### config.mk
export PLATFORM = sky130hd
export DESIGN_NAME = io_cmd_hub
export DESIGN_NICKNAME = d
export VERILOG_FILES = /design/src/rtl/io_cmd_hub_pkg.sv /design/src/rtl/io_cmd_hub_sync.sv /design/src/rtl/io_cmd_hub_uart_tx.sv /design/src/rtl/io_cmd_hub_ctrl.sv /design/src/rtl/io_cmd_hub_dp.sv /design/src/rtl/io_cmd_hub.sv
export SDC_FILE = /design/constraint.sdc
export NUM_CORES = 1
export LEC_CHECK = 0
export ABC_CLOCK_PERIOD_IN_PS = 2000
export CAP_MARGIN = 20
export CORE_ASPECT_RATIO = 1.5
export CORE_MARGIN = 2
export CORE_UTILIZATION = 29
export CTS_BUF_LIST = sky130_fd_sc_hd__clkbuf_16
export DETAILED_ROUTE_END_ITERATION = 8
export SYNTH_ARGS = -nofsm -noshare
export SYNTH_HDL_FRONTEND = slang
export SYNTH_SLANG_ARGS = --single-unit
### constraint.sdc
create_clock -name clk -period 2 [get_ports clk]
set_input_delay 0.4 -clock clk [delete_from_list [all_inputs] [get_ports clk]]
set_output_delay 0.4 -clock clk [all_outputs]
set_load 0.01 [all_outputs]
### src/rtl/io_cmd_hub_pkg.sv
package io_cmd_hub_pkg;

  localparam logic [7:0] CMD_UART_STATUS = 8'h04;
  localparam logic [7:0] CMD_UART_SEND   = 8'h05;
  localparam logic [7:0] CMD_LED_SET     = 8'h06;
  localparam logic [7:0] CMD_SW_READ     = 8'h07;

  typedef enum logic [1:0] {
    RSP_ZERO   = 2'd0,
    RSP_STATUS = 2'd1,
    RSP_SWITCH = 2'd2
  } rspSel_t;

  typedef struct packed {
    logic    respond;
    rspSel_t rspSel;
    logic    txLoad;
    logic    ledLoad;
  } hubStrobe_t;

endpackage

### src/rtl/io_cmd_hub_sync.sv
module io_cmd_hub_sync #(
  parameter int WIDTH  = 1,
  parameter int STAGES = 2
) (
  input  logic             clk,
  input  logic             rstN,
  input  logic [WIDTH-1:0] asyncIn,
  output logic [WIDTH-1:0] syncOut
);

  logic [WIDTH-1:0] stage [STAGES];

  always_ff @(posedge clk or negedge rstN) begin
    if (!rstN) stage[0] <= '0;
    else       stage[0] <= asyncIn;
  end

  for (genvar s = 1; s < STAGES; s++) begin : g_stage
    always_ff @(posedge clk or negedge rstN) begin
      if (!rstN) stage[s] <= '0;
      else       stage[s] <= stage[s-1];
    end
  end

  assign syncOut = stage[STAGES-1];

endmodule

### src/rtl/io_cmd_hub_uart_tx.sv
module io_cmd_hub_uart_tx #(
  parameter int DATA_W       = 8,
  parameter int CLKS_PER_BIT = 16
) (
  input  logic              clk,
  input  logic              rstN,
  input  logic              load,
  input  logic [DATA_W-1:0] loadData,
  output logic              txLine,
  output logic              busy
);

  localparam int FRAME_W = DATA_W + 2;
  localparam int CNT_W   = (CLKS_PER_BIT > 1) ? $clog2(CLKS_PER_BIT) : 1;
  localparam int IDX_W   = $clog2(FRAME_W);
  localparam logic [CNT_W-1:0] LAST_CNT = CNT_W'(CLKS_PER_BIT - 1);
  localparam logic [IDX_W-1:0] LAST_IDX = IDX_W'(FRAME_W - 1);

  logic [FRAME_W-1:0] frame;
  logic [CNT_W-1:0]   baudCnt;
  logic [IDX_W-1:0]   bitIdx;

  always_ff @(posedge clk or negedge rstN) begin
    if (!rstN) begin
      frame   <= '1;
      baudCnt <= '0;
      bitIdx  <= '0;
      busy    <= 1'b0;
    end else if (load && !busy) begin
      frame   <= {1'b1, loadData, 1'b0};
      baudCnt <= '0;
      bitIdx  <= '0;
      busy    <= 1'b1;
    end else if (busy) begin
      if (baudCnt == LAST_CNT) begin
        baudCnt <= '0;
        if (bitIdx == LAST_IDX) begin
          busy <= 1'b0;
        end else begin
          bitIdx <= bitIdx + IDX_W'(1);
          frame  <= {1'b1, frame[FRAME_W-1:1]};
        end
      end else begin
        baudCnt <= baudCnt + CNT_W'(1);
      end
    end
  end

  assign txLine = busy ? frame[0] : 1'b1;

endmodule

### src/rtl/io_cmd_hub_ctrl.sv
module io_cmd_hub_ctrl
  import io_cmd_hub_pkg::*;
(
  input  logic       cmdValid,
  input  logic [7:0] cmdAddr,
  input  logic       txBusy,
  output hubStrobe_t strobe
);

  always_comb begin
    strobe = '0;
    if (cmdValid) begin
      strobe.respond = 1'b1;
      case (cmdAddr)
        CMD_UART_STATUS: strobe.rspSel = RSP_STATUS;
        CMD_UART_SEND: begin
          strobe.rspSel = RSP_STATUS;
          strobe.txLoad = !txBusy;
        end
        CMD_LED_SET: begin
          strobe.rspSel  = RSP_ZERO;
          strobe.ledLoad = 1'b1;
        end
        CMD_SW_READ: strobe.rspSel = RSP_SWITCH;
        default:     strobe.rspSel = RSP_ZERO;
      endcase
    end
  end

endmodule

### src/rtl/io_cmd_hub_dp.sv
module io_cmd_hub_dp
  import io_cmd_hub_pkg::*;
#(
  parameter int DATA_W       = 8,
  parameter int SW_WIDTH     = 4,
  parameter int SYNC_STAGES  = 2,
  parameter int CLKS_PER_BIT = 16
) (
  input  logic                clk,
  input  logic                rstN,
  input  hubStrobe_t          strobe,
  input  logic [DATA_W-1:0]   cmdData,
  input  logic                rxDataValid,
  input  logic [SW_WIDTH-1:0] swIn,
  output logic [DATA_W-1:0]   rspData,
  output logic [DATA_W-1:0]   ledOut,
  output logic                uartTx,
  output logic                txBusy
);

  localparam int SYNC_W = SW_WIDTH + 1;

  logic [SYNC_W-1:0]   syncBus;
  logic [SW_WIDTH-1:0] swSync;
  logic                rxSync;
  logic [DATA_W-1:0]   statusWord;
  logic [DATA_W-1:0]   switchWord;

  io_cmd_hub_sync #(
    .WIDTH  (SYNC_W),
    .STAGES (SYNC_STAGES)
  ) u_sync (
    .clk     (clk),
    .rstN    (rstN),
    .asyncIn ({rxDataValid, swIn}),
    .syncOut (syncBus)
  );

  assign {rxSync, swSync} = syncBus;

  io_cmd_hub_uart_tx #(
    .DATA_W       (DATA_W),
    .CLKS_PER_BIT (CLKS_PER_BIT)
  ) u_tx (
    .clk      (clk),
    .rstN     (rstN),
    .load     (strobe.txLoad),
    .loadData (cmdData),
    .txLine   (uartTx),
    .busy     (txBusy)
  );

  assign statusWord = {{(DATA_W-2){1'b0}}, rxSync, txBusy};
  assign switchWord = {{(DATA_W-SW_WIDTH){1'b0}}, swSync};

  always_ff @(posedge clk or negedge rstN) begin
    if (!rstN)              ledOut <= '0;
    else if (strobe.ledLoad) ledOut <= cmdData;
  end

  always_ff @(posedge clk or negedge rstN) begin
    if (!rstN) begin
      rspData <= '0;
    end else if (strobe.respond) begin
      case (strobe.rspSel)
        RSP_STATUS: rspData <= statusWord;
        RSP_SWITCH: rspData <= switchWord;
        default:    rspData <= '0;
      endcase
    end
  end

endmodule

### src/rtl/io_cmd_hub.sv
module io_cmd_hub
  import io_cmd_hub_pkg::*;
#(
  parameter int CLKS_PER_BIT = 16,
  parameter int SW_WIDTH     = 4,
  parameter int SYNC_STAGES  = 2
) (
  input  logic                clk,
  input  logic                rstN,
  input  logic                cmdValid,
  input  logic [7:0]          cmdAddr,
  input  logic [7:0]          cmdData,
  output logic [7:0]          rspData,
  input  logic                rxDataValid,
  output logic                uartTx,
  output logic [7:0]          ledOut,
  input  logic [SW_WIDTH-1:0] swIn
);

  hubStrobe_t strobe;
  logic       txBusy;

  io_cmd_hub_ctrl u_ctrl (
    .cmdValid (cmdValid),
    .cmdAddr  (cmdAddr),
    .txBusy   (txBusy),
    .strobe   (strobe)
  );

  io_cmd_hub_dp #(
    .DATA_W       (8),
    .SW_WIDTH     (SW_WIDTH),
    .SYNC_STAGES  (SYNC_STAGES),
    .CLKS_PER_BIT (CLKS_PER_BIT)
  ) u_dp (
    .clk         (clk),
    .rstN        (rstN),
    .strobe      (strobe),
    .cmdData     (cmdData),
    .rxDataValid (rxDataValid),
    .swIn        (swIn),
    .rspData     (rspData),
    .ledOut      (ledOut),
    .uartTx      (uartTx),
    .txBusy      (txBusy)
  );

endmodule

* Word level (Yosys, flattened, before mapping)
Cells that the tools add are included.
** Operators by class
- $add $sub $neg :: 2
- Reductions and logical operators :: 6
- Muxes and demuxes :: 21
- Equal/unequal tests :: 9
** Operator list (count)
- $mux W10 :: 4
- $eq A8 B3 Y1 const B :: 4
- $mux W4 :: 7
- $add A4 B1 Y4 const B :: 2
- $eq A4 B4 Y1 const B :: 2
- $pmux W4 S2 :: 1
- $mux W1 :: 7
- $mux W5 :: 1
- $pmux W2 S2 :: 1
- $reduce_bool A2 Y1 :: 2
- $reduce_and A3 Y1 :: 1
- $eq A2 B1 Y1 const B :: 1
- $eq A2 B2 Y1 const B :: 1
- $ne A2 B2 Y1 const B :: 1
- $reduce_or A2 Y1 :: 1
- $logic_and A1 B1 Y1 :: 1
- $logic_not A1 Y1 :: 1
** Storage, ports and cells
- Word-level logic and storage cells :: 46
- Register bits after elaboration :: 45
- Output and inout port bits :: 17
- Input port bits :: 24

* Logic depth before layout (Yosys ltp)
- Depth in word-level cells :: 7
- Depth in mapped cells :: 7
- Mapped depth without buffers :: 7

* Cells and area by module
Synthesis repeated with hierarchy kept, for this count alone.
** Unflattened totals
- Cells, all modules :: 145
- Area, all modules :: 1888.1 µm²
** By module, submodules not included
- io_cmd_hub_uart_tx :: cells each 78, instances 1, sequential area each 461.7 µm², area each 963.4 µm²
- io_cmd_hub_dp :: cells each 43, instances 1, sequential area each 300.3 µm², area each 566.8 µm²
- io_cmd_hub_sync :: cells each 15, instances 1, sequential area each 250.2 µm², area each 287.8 µm²
- io_cmd_hub_ctrl :: cells each 9, instances 1, sequential area each 0.0 µm², area each 70.1 µm²

* Worst setup path before layout
No wires, ideal clock.
- Path kind :: input to register
- Start point :: in cmdAddr[3]
- End point :: reg u_dp.rspData[0]
- Stages :: 6
- Arrival :: 1713 ps
- Path slack :: 205 ps
- Path buffers :: 0
- Data required time :: 1918 ps
- Cell sequence :: nor4b_2 > and2_4 > or2b_1 > ha_1 > or2b_1 > o22ai_1
** On the way
- Cells in the longest elaborated chain, start to end :: 6
- Elaborated cells between the ends (all ways) :: 9
- Those cells by class :: eq/ne: 5; mux: 3; reduce/logical: 1
** RTL lines
- start, declared :: RTL line io_cmd_hub.sv:11 : input logic [7:0] cmdAddr,
- $eq A8 B3 Y1 :: RTL line io_cmd_hub_ctrl.sv:14 : case (cmdAddr)
- $reduce_or A2 Y1 (no source line)
- $pmux W2 S2 * :: RTL line io_cmd_hub_ctrl.sv:14
- $mux W5 * :: RTL line io_cmd_hub_ctrl.sv:12 : if (cmdValid) begin
- $eq A2 B2 Y1 / $eq A2 B1 Y1 (equally long branches) :: RTL line io_cmd_hub_dp.sv:65 : case (strobe.rspSel)
- $pmux W4 S2 * :: RTL line io_cmd_hub_dp.sv:65
- end signal, assigned :: RTL line io_cmd_hub_dp.sv:66 : RSP_STATUS: rspData <= statusWord;
- end signal, assigned :: RTL line io_cmd_hub_dp.sv:67 : RSP_SWITCH: rspData <= switchWord;
- end, declared :: RTL line io_cmd_hub_dp.sv:15 : output logic [DATA_W-1:0] rspData,
Mark *: on every way between the ends. The rest lies on a longest branch, timed or not.
A chain may end at the register's enable or synchronous reset.

* Final worst setup path
- Start point :: in cmdAddr[7]
- End point :: reg u_dp.rspData[0]
Same word-level chain as after synthesis.

==> results.yml <==
run_status:
  status: "finished, final reports clean"
finish:
  area_growth_pct: 34.3
  final-seq-area_um2: 1010
  final_common_cell: "dfrtp_1"
  fillers: 558
  multi_input_area_um2: 678
  drive_above_1_share_pct: 18.7
  antennaDiodeCount: 0
  final_cell_mix: "31 x dfrtp_1, 29 x clkdlybuf4s50_1, 10 x nand2_1"
  final_core_util_pct: 40.6
  layout.nets: 215
floorplanning:
  die_y_um: 99.4
  die_x_um: 67.6
  rows: 34
  ioPinCount: 41
  core-area_um2: 5830
  start_util_pct: 30.2
  die_area_um2: 6720
setup_path:
  cp_top_family: "simple AND/OR/NAND/NOR gates"
  cp_slowest_cell: "clkdlybuf4s50_1"
  cp-start-kind: "input port"
  reg2regPathDepth: 5
  max_stage_delay_ps: 440
  r2r-end: "u_dp.u_tx.bitIdx[1]"
  crit_type: "in2reg"
  worstPathCellList: "clkdlybuf4s50_1 -> nor3b_4 -> and2_4 -> or2b_1 -> ha_1 -> or2b_1 -> o22ai_1"
  arrival_ps: 2090
  rr_startpoint: "u_dp.u_tx.baudCnt[0]"
  cp_num_buf_inv: 1
  crit_top_cell: "or2b_1"
  end_kind: "register"
  crit_fanout: 2
  r2r_slack_ps: 300
  required_ps: 2190
drt:
  post_drt_wl_per_cell_um: 11.8
  drt-initial-drc-count: 9
  drt-pass1-iter-count: 4
  vias: 1160
  wirelength_mm: 3.05
  postRouteAntennaNets: 0
  viasPerCell: 4.48
  drc: 0
cts:
  clock-sinks: 40
  clk_latency_ps: 270
  h-tree-depth: 2
  clock-root-buffer: "clkbuf_16"
  cts_buffers: 5
  tritoncts: "done"
  clk_path_buf_depth: 2
  clkSlewWorstSetupHoldPaths_ps: 50
timing:
  fin_skew_ps: 1.75
  finalHoldViolCount: 0
  setup_viol: 0
  final.setup.tns_ps: 0
  drv_slew: 0
  max_freq_ghz: 0.527
  worst_slack_ps: 103
  finalCritPeriodShare_pct: 94.8
  rsz0062_at_grt: "false"
  period_minus_slack_ps: 1900
placement:
  portBuffers: 36
  place_ws_ps: -279
  routabilityCongestion: 0.663
  dp_hpwl_mm: 2.23
grt:
  grt_pass1_vias: 1154
  grt_pass1_wl_mm: 5.29
  grt_max_degree: 41
  grtUsageTotal_pct: 10.3
  antenna_found_initial: 0
  grt-ovfl-total: 0
yosys:
  seq_area_frac_synth_pct: 57.5
  synth-seq-cells: 40
  syn_inst: 144
  synth.avg_cell_area_um2: 12.2
  netlist_area_um2: 1760
  synth.distinct_cells: 33
  yosys_warnings: 0
power:
  vdd_drop_max_uv: 590
  power.density_nw_per_um2: 855
  p_leak_nw: 1.06
hold_path:
  hp-class: "in2async"
flow_run:
  maxCapViolations: 0
[what timing repair did]
action                                  CTS  global route
endpoints found under the setup margin    1             2
hold endpoints to repair                  0             0
hold buffers                              0             0
gates resized for setup                   0             9
setup buffers                             0             0
pin swaps                                 3             5
[worst max path at each step]
stage,cells after the start,endpoint,from,slack (ps)
after floorplan,6,u_dp.rspData[0],cmdAddr[3],210
after global placement,7,u_dp.rspData[0],cmdAddr[3],-230
after detailed placement,7,u_dp.rspData[0],cmdAddr[3],-280
after CTS,7,u_dp.rspData[0],cmdAddr[4],7
after global routing,7,u_dp.rspData[0],cmdAddr[7],0.7
final,7,u_dp.rspData[0],cmdAddr[7],100
[cells in the mapped netlist (all sizes together)]
| cell type | n | area share [%] |
|---|---|---|
| a21oi | 1 | 0.28 |
| a22oi | 2 | 0.85 |
| a31oi | 1 | 0.36 |
| a41oi | 1 | 0.50 |
| and2 | 2 | 1.0 |
| and2b | 1 | 0.43 |
| and4 | 1 | 0.50 |
| and4b | 1 | 0.57 |
| buf | 9 | 4.3 |
| conb | 1 | 0.21 |
| dfrtp | 31 | 44 |
| dfstp | 9 | 13 |
| ha | 5 | 3.6 |
| inv | 7 | 1.5 |
| mux2 | 9 | 5.8 |
| mux2i | 9 | 5.1 |
| nand2 | 10 | 2.1 |
| nand2b | 2 | 0.71 |
| nand3 | 6 | 1.7 |
| nand3b | 3 | 2.0 |
| nand4 | 1 | 0.36 |
| nor2 | 8 | 1.7 |
| nor3 | 1 | 0.28 |
| nor3b | 1 | 0.71 |
| nor4b | 1 | 0.85 |
| o21ai | 13 | 3.7 |
| o22ai | 2 | 0.71 |
| or2b | 3 | 1.3 |
| xnor2 | 1 | 0.50 |
| xor2 | 2 | 1.0 |
[flip-flops by register name, indices dropped and copies added, names as in the netlist]
name and flops:
u_dp.u_sync.syncOut 5, u_dp.u_tx.frame 9, u_dp.u_sync.stage 5, u_dp.u_tx.baudCnt 4, u_dp.u_tx.bitIdx 4, u_dp.rspData 4, u_dp.u_tx.busy 1, u_dp.ledOut 8
[routing by layer]
layer / wire [um] / vias up / global-route usage, %
met5: 0 / - / 0
met4: 41 / 0 / 4.71
met3: 100 / 2 / 2.38
met2: 1700 / 17 / 17.1
met1: 1200 / 573 / 12.4
li1: - / 568 / -
[report_power, final]
group	leakage (nW)	total (W)	internal [W]	switching (W)
Sequential	0.486	0.00100	0.000908	0.0000921
Combinational	0.498	0.000297	0.000165	0.000132
Clock	0.0738	0.000722	0.000448	0.000274
Total	1.06	0.00202	0.00152	0.000499
[logic make-up (layout without fill, tap and decap cells)]
group                    after synthesis  in the layout  synth area share [%]
AND/OR/NAND/NOR                       41             41                  14.2
flip-flops                            40             40                  57.5
AO/OA/AOI/OAI                         20             20                  6.40
multiplexers                          18             18                  10.9
buffers and inverters                 16             56                  5.76
adder cells (fa/ha/maj)                5              5                  3.55
XOR/XNOR                               3              3                  1.49
other                                  1              4                 0.213
[metrics by stage]
step | power, W | instance area (um^2) | std cells | hold slack (ps)
CTS | 0.00205 | 2330 | 259 | 203
detailed placement | 0.00132 | 2190 | 251 | 335
finish | 0.00202 | 2360 | 259 | 179
global route | 0.00215 | 2360 | 259 | 230
global placement | 0.00130 | 2190 | 251 | 336
floorplan | 0.00119 | 1770 | 147 | 104
[final cells by class]
type,count,share of cell area (%)
clock buffers,5,5.29
clock inverters,3,0.476
inverters,7,1.11
multi-input cells,91,28.7
flip-flops and latches,40,42.8
well taps,72,3.81
repair buffers,41,17.8
No activity file was read; power rests on OpenSTA's default activity.
